==> config.mk <==
export PLATFORM = sky130hd
export DESIGN_NAME = seg_addr_ext
export DESIGN_NICKNAME = d
export VERILOG_FILES = /design/src/rtl/seg_ext_pkg.sv /design/src/rtl/seg_reg.sv /design/src/rtl/addr_xlate.sv /design/src/rtl/region_decode.sv /design/src/rtl/seg_addr_ext.sv
export SDC_FILE = /design/constraint.sdc
export NUM_CORES = 1
export LEC_CHECK = 0
export ABC_AREA = 1
export CORE_MARGIN = 2
export CORE_UTILIZATION = 36
export DETAILED_ROUTE_END_ITERATION = 8
export GPL_TIMING_DRIVEN = 1
export PLACE_DENSITY = 0.92
export RECOVER_POWER = 100
export SYNTH_ARGS = -nofsm -noshare
export SYNTH_HDL_FRONTEND = slang
export SYNTH_SLANG_ARGS = --single-unit
==> constraint.sdc <==
create_clock -name clk -period 3.4 [get_ports clk]
set_input_delay 0.51 -clock clk [delete_from_list [all_inputs] [get_ports clk]]
set_output_delay 0.51 -clock clk [all_outputs]
set_load 0.05 [all_outputs]
==> src/rtl/seg_ext_pkg.sv <==
package seg_ext_pkg;
  localparam int ADDR_W  = 8;
  localparam int SEG_W   = 8;
  localparam int PHYS_W  = SEG_W + ADDR_W;
  localparam int LOW_W   = ADDR_W - 1;
  localparam int NREGION = 5;

  localparam int RG_RAM    = 0;
  localparam int RG_REGF   = 1;
  localparam int RG_SEG    = 2;
  localparam int RG_PERIPH = 3;
  localparam int RG_HOLE   = 4;
endpackage

==> src/rtl/seg_reg.sv <==
module seg_reg
  import seg_ext_pkg::*;
(
  input  logic             clk,
  input  logic             rst_n,
  input  logic             wr_en,
  input  logic [SEG_W-1:0] wr_data,
  output logic [SEG_W-1:0] seg_q
);
  logic [SEG_W-1:0] seg_d;

  always_comb begin
    seg_d = seg_q;
    if (wr_en) seg_d = wr_data;
  end

  always_ff @(posedge clk or negedge rst_n) begin
    if (!rst_n) seg_q <= '0;
    else        seg_q <= seg_d;
  end

  // a write lands in the following cycle
  a_r4_write_lands: assert property (@(posedge clk) disable iff (!rst_n)
    wr_en |=> seg_q == $past(wr_data));
  // no write, no change
  a_r11_hold: assert property (@(posedge clk) disable iff (!rst_n)
    !wr_en |=> $stable(seg_q));
endmodule

==> src/rtl/addr_xlate.sv <==
module addr_xlate
  import seg_ext_pkg::*;
(
  input  logic [ADDR_W-1:0] addr,
  input  logic [SEG_W-1:0]  seg,
  output logic [PHYS_W-1:0] phys
);
  always_comb begin
    if (addr[ADDR_W-1]) phys = {{SEG_W{1'b0}}, addr};
    else                phys = {seg, 1'b0, addr[LOW_W-1:0]};
  end
endmodule

==> src/rtl/region_decode.sv <==
module region_decode
  import seg_ext_pkg::*;
#(
  parameter int BASE_RAM_LAST = 'h6F,
  parameter int EXTRA_SEGS    = 1,
  parameter int REGF_BASE     = 'hF0
) (
  input  logic               valid,
  input  logic [ADDR_W-1:0]  addr,
  input  logic [SEG_W-1:0]   seg,
  output logic [NREGION-1:0] region
);
  localparam logic [ADDR_W-1:0] SEGREG_ADDR = {ADDR_W{1'b1}};
  localparam logic [LOW_W-1:0]  BASE_LAST   = LOW_W'(BASE_RAM_LAST);
  localparam logic [SEG_W-1:0]  EXTRA_TOP   = SEG_W'(EXTRA_SEGS);
  localparam logic [ADDR_W-1:0] REGF_LO     = ADDR_W'(REGF_BASE);

  always_comb begin
    region = '0;
    if (valid) begin
      if (addr[ADDR_W-1]) begin
        if (addr == SEGREG_ADDR)  region[RG_SEG]    = 1'b1;
        else if (addr >= REGF_LO) region[RG_REGF]   = 1'b1;
        else                      region[RG_PERIPH] = 1'b1;
      end else if (seg == '0) begin
        if (addr[LOW_W-1:0] <= BASE_LAST) region[RG_RAM]  = 1'b1;
        else                              region[RG_HOLE] = 1'b1;
      end else begin
        if (seg <= EXTRA_TOP) region[RG_RAM]  = 1'b1;
        else                  region[RG_HOLE] = 1'b1;
      end
    end
  end
endmodule

==> src/rtl/seg_addr_ext.sv <==
module seg_addr_ext
  import seg_ext_pkg::*;
#(
  parameter int BASE_RAM_LAST = 'h6F,
  parameter int EXTRA_SEGS    = 1,
  parameter int REGF_BASE     = 'hF0
) (
  input  logic                clk,
  input  logic                rst_n,
  input  logic                acc_valid,
  input  logic [ADDR_W-1:0]   acc_addr,
  input  logic                acc_we,
  input  logic [SEG_W-1:0]    acc_wdata,
  input  logic [7:0]          mem_rdata,
  output logic [PHYS_W-1:0]   phys_addr,
  output logic                mem_en,
  output logic                mem_we,
  output logic [NREGION-1:0]  region,
  output logic [7:0]          rd_data
);
  logic [SEG_W-1:0] seg_q;
  logic             seg_wr;

  assign seg_wr = acc_we & region[RG_SEG];

  seg_reg u_seg (
    .clk     (clk),
    .rst_n   (rst_n),
    .wr_en   (seg_wr),
    .wr_data (acc_wdata),
    .seg_q   (seg_q)
  );

  addr_xlate u_xl (
    .addr (acc_addr),
    .seg  (seg_q),
    .phys (phys_addr)
  );

  region_decode #(
    .BASE_RAM_LAST (BASE_RAM_LAST),
    .EXTRA_SEGS    (EXTRA_SEGS),
    .REGF_BASE     (REGF_BASE)
  ) u_rd (
    .valid  (acc_valid),
    .addr   (acc_addr),
    .seg    (seg_q),
    .region (region)
  );

  always_comb begin
    mem_en = region[RG_RAM] | region[RG_REGF] | region[RG_PERIPH];
    mem_we = mem_en & acc_we;
    if (region[RG_SEG])       rd_data = seg_q;
    else if (region[RG_HOLE]) rd_data = 8'hFF;
    else                      rd_data = mem_rdata;
  end

  // region class is one-hot for a valid access
  a_r12_onehot: assert property (@(posedge clk) disable iff (!rst_n)
    acc_valid |-> $countones(region) == 1);
  // holes never reach memory and read as ones
  a_r10_hole: assert property (@(posedge clk) disable iff (!rst_n)
    region[RG_HOLE] |-> (!mem_en && !mem_we && rd_data == 8'hFF));
  // upper window is never extended
  a_r1_upper: assert property (@(posedge clk) disable iff (!rst_n)
    (acc_valid && acc_addr[ADDR_W-1]) |-> phys_addr[PHYS_W-1:ADDR_W] == '0);
  // segment register access stays off the memory
  a_r5_seg_private: assert property (@(posedge clk) disable iff (!rst_n)
    region[RG_SEG] |-> (!mem_en && rd_data == seg_q));
endmodule

==> results of run 1 <==
-- per-stage QoR --
step / utilization, % / instances
final: 63.9 / 210
after global routing: 63.9 / 210
after CTS: 66.3 / 210
after detailed placement: 65.2 / 207
after global placement: 65.2 / 207
after floorplan: - / 131
-- worst max-delay path: stages --
cell             delay, ps
clkdlybuf4s50_1        470
nand2_1                 70
nor2_1                 220
nand2_1                110
nand2_1                 80
nand2_1                170
inv_1                   90
dlygate4sd3_1          860
-- cell families (layout without fill, tap and decap cells) --
family | count (synthesis) | after routing | share of synthesized area (%)
and+or+nand+nor | 71 | 71 | 41.9
buffers and inverters | 43 | 95 | 26.5
AOI/OAI and AO/OA | 9 | 9 | 6.06
DFF | 8 | 8 | 25.5
-- cell usage after synthesis --
cell      instances
nand2_1          33
inv_1            29
nor2_1           20
nand3_1          10
a21oi_1           8
buf_4             8
dfrtp_1           8
buf_6             2
inv_2             2
nand2_2           2
nand2_4           2
nor2_4            2
a21boi_0          1
clkbuf_1          1
clkinv_2          1
nand3_4           1
nor3_1            1
-- report_power, final --
group / switching [mW] / internal, mW / leakage, nW / total, mW
Sequential: 0.00261 / 0.0979 / 0.111 / 0.101
Clock: 0.0288 / 0.0402 / 0.0138 / 0.0689
Combinational: 0.0930 / 0.0565 / 0.640 / 0.149
Total: 0.124 / 0.195 / 0.765 / 0.319
-- cells in the final DEF (no fill, tap or decap), types with 2 or more instances in the layout --
cell,count
inv_1,30
nand2_2,2
clkdlybuf4s50_1,26
clkbuf_4,3
buf_4,3
clkbuf_2,8
a21oi_1,8
nand3_1,11
dfrtp_1,8
nor2_1,21
nand2_1,34
dlygate4sd3_1,23
-- layer usage --
layer / wire length (um) / global-route usage (%) / up-vias
met2: 1120 / 30.0 / 45
met3: 176 / 3.27 / 6
met4: 56 / 11.3 / 0
met1: 834 / 19.1 / 395
met5: 0 / 0 / -
li1: - / - / 484
-- worst min path at each step --
stage                   start              to  slack (ps)  cells past startpoint
6_report       u_seg.seg_q[2]  u_seg.seg_q[2]         510                      2
4_1_cts        u_seg.seg_q[2]  u_seg.seg_q[2]         510                      2
3_3_place_gp   u_seg.seg_q[0]  u_seg.seg_q[0]         490                      2
2_1_floorplan           rst_n  u_seg.seg_q[0]         210                      0
5_1_grt        u_seg.seg_q[2]  u_seg.seg_q[2]         530                      2
3_5_place_dp   u_seg.seg_q[2]  u_seg.seg_q[2]         490                      2
-- layout make-up --
| type | instances | area, sq um |
|---|---|---|
| tap | 27 | 33.8 |
| sequential | 8 | 200 |
| fill | 196 | 722 |
| clock buffer | 3 | 22.5 |
| timing repair buffer | 60 | 553 |
| multi-input combinational | 80 | 349 |
| inverter | 32 | 121 |
==> results.txt, run 1 <==
- In this run the number of H-tree levels came out at 1.
- Of the available clock period, the critical path in the final layout requires 90.7%.
- The later pin in the worst-skew pair is clocked with a latency of 240 ps.
* Post-CTS Hold Fix Bufs: 0
- Yosys attributes the largest share of cell area to dfrtp_1 26%, nand2_1 16%, inv_1 14%.
* Placed Instance Area: 0.00131 sq mm
- Number of clock sinks: 8
* Sequential area share after synthesis: 25.5%
- Number of maximum-capacitance constraint violations: 0
- In the routed design, unresolved DRC markers number 0.
- The flow ran to the end, and the final reports show no timing, DRC or antenna violations.
* Number of antenna violations at the first check in global routing: 0
- Summed over all cells, the static leakage comes to 0.765 nW.
- Setup violations remaining at the end of the flow were counted as 0.
- Global placement routability congestion: 0.829
- Counting every net in the synthesized netlist gives 159.
- Of all nets on the critical path, the largest fanout is 9.
* Worst-case reg-to-reg path depth: 2
* Total global routing overflow: 0
- Layout area overhead: 63.2%
- During synthesis, Yosys emitted a total of 0 warnings.
- Across all hold checks on the routed design, the worst slack comes to 511 ps.
- STA classifies the critical path startpoint as an input pin.
- Required arrival time at the worst endpoint: 2890 ps
- For this configuration, the core starts out at a cell density of 39.2%.
- The worst register-to-register path ends at u_seg.seg_q[6].
- Yosys mapped the design onto 17 distinct sky130hd cell types.
* Average size of a mapped cell: 5.99 sq um
- Gates resized during post-CTS repair numbered 0.
* Clock Skews: 0 ps
* GR Util All Layers: 17.3%
- Number of failing hold endpoints at the final stage: 0
* Crit path DAT: 2570 ps
- The number of setup buffers added after CTS is 0.
- Counting the buffers created by CTS gives 3.
- Share of layout cells above drive strength 1: 10.9%
- Wires add up to 2.19 mm.
* Average wire per standard cell: 10.4 um
* Nature of the critical path endpoint: primary output
- TritonCTS built the clock tree.
- The most critical setup path has its startpoint at acc_addr[4].
- Number of diodes: 0
* Dpl hpwl: 1.85 mm
- The floorplan has 16 rows.
* Routed via count: 930
* HP Class: flop to flop
- Power Total: 319 uW
- The tree is rooted in a clkbuf_4.
- Setup slack on the critical path of the routed design comes to 317 ps.
* Die extent in y: 50.7 um
- Worst setup path category: input pin to primary output
* RSZ-0062 raised after global routing: false
* Largest net degree at the start of global routing: 18
- Reg-to-reg critical path startpoint: u_seg.seg_q[6]
* Iteration-0 DRC Markers: 10
* Netlist area before placement: 785 sq um
- Cells after Synth: 131
- Router iterations before antenna repair: 4
* Boundary Pins: 59
- The biggest area contributor in the post-synthesis netlist is dfrtp_1.
- Fraction of post-synthesis cell area in the top cell type by area: 25.5%
- At the pin with the least slew margin, the transition time is 632 ps.
- The finished cells cover 0.00128 sq mm.
- Largest registers: u_seg.seg_q x8
- Power spread over the standard cell area amounts to 249 mW/mm^2.
* Flip-flop count of the largest register, all copies and words added: 8
- The detail route stage leaves a number of antenna-violating nets equal to 0.
- The core region is 0.00200 sq mm.
* Final #Nets: 213
- For the final routed database, the setup TNS stands at 0 ps.
- Before CTS, the worst setup slack after placement is 432 ps.
- Clock-pin slew was measured on the worst setup and hold paths at 50 ps.
* Global-route wire length before repair: 3.39 mm
* Die outline width: 50.7 um
* Max Freq: 324 MHz
- Synthesis-stage register bit count: 8
- The die covers 0.00257 sq mm.
- In this run the worst setup path terminates at region[4].
- Input/output buffers: 58
- Pins Over Slew Limit: 0
- For flop-to-flop paths, the worst setup slack is 2730 ps.
- For the finished layout, the period the worst path requires is 3080 ps.
* Max IR drop VDD: 159 uV
* Maximum count of clock buffers along a single path: 2
- In the routed layout, each cell is associated on average with a via count of 4.43.
- Measured against its own limit, the worst slew margin works out to 57.8%.
* Largest Register: u_seg.seg_q
* Vias in the first global route: 798
Note: power is estimated with default switching activity, not from simulation.
==> run 2, diff against run 1 <==
- CORE_ASPECT_RATIO: not set -> 1.5
==> results.txt, run 2 (synthesis gave the netlist of run 1 again) <==
- The flow ran to the end, and the final reports show no timing, DRC or antenna violations.
- The clock insertion delay at the later pin of the skew report came to 250 ps (about the same).
- The clock network power share is 22.0% (+0.4 points).
- Number of failing hold endpoints at the final stage: 0 (unchanged)
- Worst-case reg-to-reg path depth: 2 (unchanged)
- Total global routing overflow: 0 (unchanged)
- Sw Pwr: 126 uW (+1.4%)
- The diode insertion count for antenna repair is 0 (unchanged).
- The detailed-route vias per instance was 4.54 (+2.5%).
- Leak Pwr: 0.722 nW (-5.6%)
* Flip-flop count of the largest register, all copies and words added: 8 (unchanged)
- Layout area overhead: 61.4%
- The per-cell routed wire length is 10.2 um (-2.6%).
* Crit path launch type: input pin
* Placed Instance Area: 0.00129 sq mm (-1.2%)
- Nature of the critical path endpoint: primary output
- Final WL: 2.07 mm (-5.4%)
* Dpl hpwl: 1.80 mm (-2.8%)
- By startpoint and endpoint, the worst setup path is classified as input pin to primary output.
- Post-cts sizing count: 0 (unchanged)
* Die Footprint: 0.00258 sq mm (+0.31%)
* Number of DRC violations after detailed routing: 0 (unchanged)
- HP Class: flop to flop
- The first-iteration detailed-routing DRC count is 21 (+11).
- The transition at the pin with the smallest max-transition slack came to 607 ps (-25.1 ps).
- Filler-free cell count of the finished design: 204 (-2.9%)
- In this run the clock root is driven by a clkbuf_4.
* Number of fillers in the final layout: 198 (+1.0%)
* Multi-input gate area: 369 sq um (+5.7%)
- The minimum setup slack in the final design was 348 ps (+30.4 ps).
* Final #Nets: 212 (-0.47%)
- The peak fanout along the critical path is 11 (+2).
- The power share of the sequential group is 31.6% (about the same).
- The internal power was 192 uW (-1.3%).
- The minimum clock period came to 3050 ps (-30.4 ps).
- The floorplan die width is 42.1 um (-17%).
- Router iterations before antenna repair: 3 (-1)
- Initial standard-cell utilization of the core: 38.2% (-0.96 points)
- The final core utilization came to 61.7% (-2.2 points).
- The library cell used most frequently in the layout, excluding fill and tap cells, is nand2_1.
- Boundary Pins: 59 (unchanged)
- Depth of the worst hold-timing path: 2 (unchanged)
* Clock-pin slew reported for the worst setup and hold paths after clock tree synthesis: 50 ps (about the same)
* Switching share of power: 39.6% (+0.65 points)
- The max-capacitance violation count is 0 (unchanged).
- The post-route clock skew is 0 ps (unchanged).
- The share of the clock period used by the worst path after layout was 89.8% (-0.89 points).
- Cell Rows: 20 (+4)
- Max IR drop VDD: 200 uV (+26%)
- Die extent in y: 61.2 um (+21%)
- The via total after detailed routing came to 926 (-0.43%).
* Largest registers: u_seg.seg_q x8
* Share of layout cells above drive strength 1: 6.59% (-4.3 points)
* GR Util All Layers: 17.9% (+0.59 points)
- Leaving out fill and tap cells, the most frequent cells in the layout are 34 x nand2_1, 30 x inv_1, 25 x clkdlybuf4s50_1, 23 x dlygate4sd3_1, 20 x nor2_1.
- The max-slew violation count came to 0 (unchanged).
- The final count of negative-setup-slack endpoints was 0 (unchanged).
- Number of clock sinks: 8 (unchanged)
- The total met2 wirelength after detailed routing came to 1.21 mm (+7.6%).
- The data arrival time of the critical path was 2540 ps (-30 ps).
* Global placement routability congestion: 0.796 (-4.0%)
- Maximum count of clock buffers along a single path: 2 (unchanged)
* Part of the total power dissipated in combinational logic: 46.4% (-0.5 points)
- Top routing layer in use: met4
- TritonCTS clock tree: yes
- The number of buffers created by CTS came to 3 (unchanged).
- The area of the core was 0.00205 sq mm (+2.5%).
- The worst slew slack as a fraction of its limit is 59.7% (+2.0 points).
* Post-route setup TNS: 0 ps (unchanged)
* RSZ-0062 raised after global routing: false
- The total power per unit cell area came to 251 mW/mm^2 (+0.84%).
- Flip-flop and latch area: 200 sq um (unchanged)
* Placed Instances: 201 (-2.9%)
- CTS HTree Levels: 1 (unchanged)
- Number of antenna violations at the first check in global routing: 0 (unchanged)
- DR WL met3: 109 um (-38%)
- Final standard cell area without fillers: 0.00127 sq mm (-1.1%)
- Required arrival time at the worst endpoint: 2890 ps (about the same)
* Global-route wire length before repair: 3.51 mm (+3.5%)
- The post-cts hold buffer count was 0 (unchanged).
- The largest net degree at the start of global routing is 18 (unchanged).
* Power Total: 318 uW (-0.25%)
- Counting flops per register, the top entry is u_seg.seg_q.
* Vias in the first global route: 917 (+15%)
* Met1 WL: 711 um (-15%)
- The count of antenna-violating nets left after detailed routing came to 0 (unchanged).
* Setup Fix Bufs, Post-CTS: 0 (unchanged)
* Final-layout worst hold slack: 514 ps (+2.14 ps)
- The port buffer count is 58 (unchanged).
* Worst setup timing slack at the placement stage: 527 ps (+94.9 ps)
- Max Freq: 328 MHz (+1.0%)
-- run 2: cell count changes in the layout (fill, tap and decap cells not counted) --
cell | previous run | this run
clkbuf_1 | 0 | 10
clkdlybuf4s50_1 | 26 | 25
clkinvlp_2 | 0 | 1
clkinv_2 | 1 | 0
nor2_4 | 1 | 2
buf_4 | 3 | 1
clkbuf_2 | 8 | 0
nand3_4 | 0 | 1
nor2_1 | 21 | 20
nand3_1 | 11 | 10
-- run 2: power groups by stage --
stage               clock, mW  combinational (mW)  sequential (mW)
finish                 0.0701               0.148            0.101
global route           0.0770               0.158            0.101
CTS                    0.0732               0.160            0.100
detailed placement          0               0.159            0.102
floorplan                   0               0.106            0.101
global placement            0               0.157            0.102
-- run 2: cell type report --
cell class | instances | area share, %
timing repair buffer | 59 | 41.5
tap | 22 | 2.17
multi-input combinational | 80 | 29.2
clock buffer | 3 | 1.78
sequential | 8 | 15.8
inverter | 32 | 9.58
-- run 2: worst max-delay path, stage by stage --
cell	delay, ps
dlygate4sd3_1	790
nand2_4	90
clkinvlp_2	140
nand2_1	80
nand2_1	70
dlygate4sd3_1	860
-- run 2: final timing paths --
path                                   to           start  slack, ps
max in group asynchronous  u_seg.seg_q[5]           rst_n       2540
min in group asynchronous  u_seg.seg_q[1]           rst_n        600
min                        u_seg.seg_q[3]  u_seg.seg_q[3]        510
max                                mem_en     acc_addr[7]        350
max reg2reg                u_seg.seg_q[7]  u_seg.seg_q[7]       2750
min reg2reg                u_seg.seg_q[3]  u_seg.seg_q[3]        510
-- run 2: per-layer routing --
layer / GRT usage, % / up-vias
met4: 11.2 / 0
met5: 0 / -
li1: - / 477
met3: 1.76 / 4
met1: 15.6 / 412
met2: 38.4 / 33
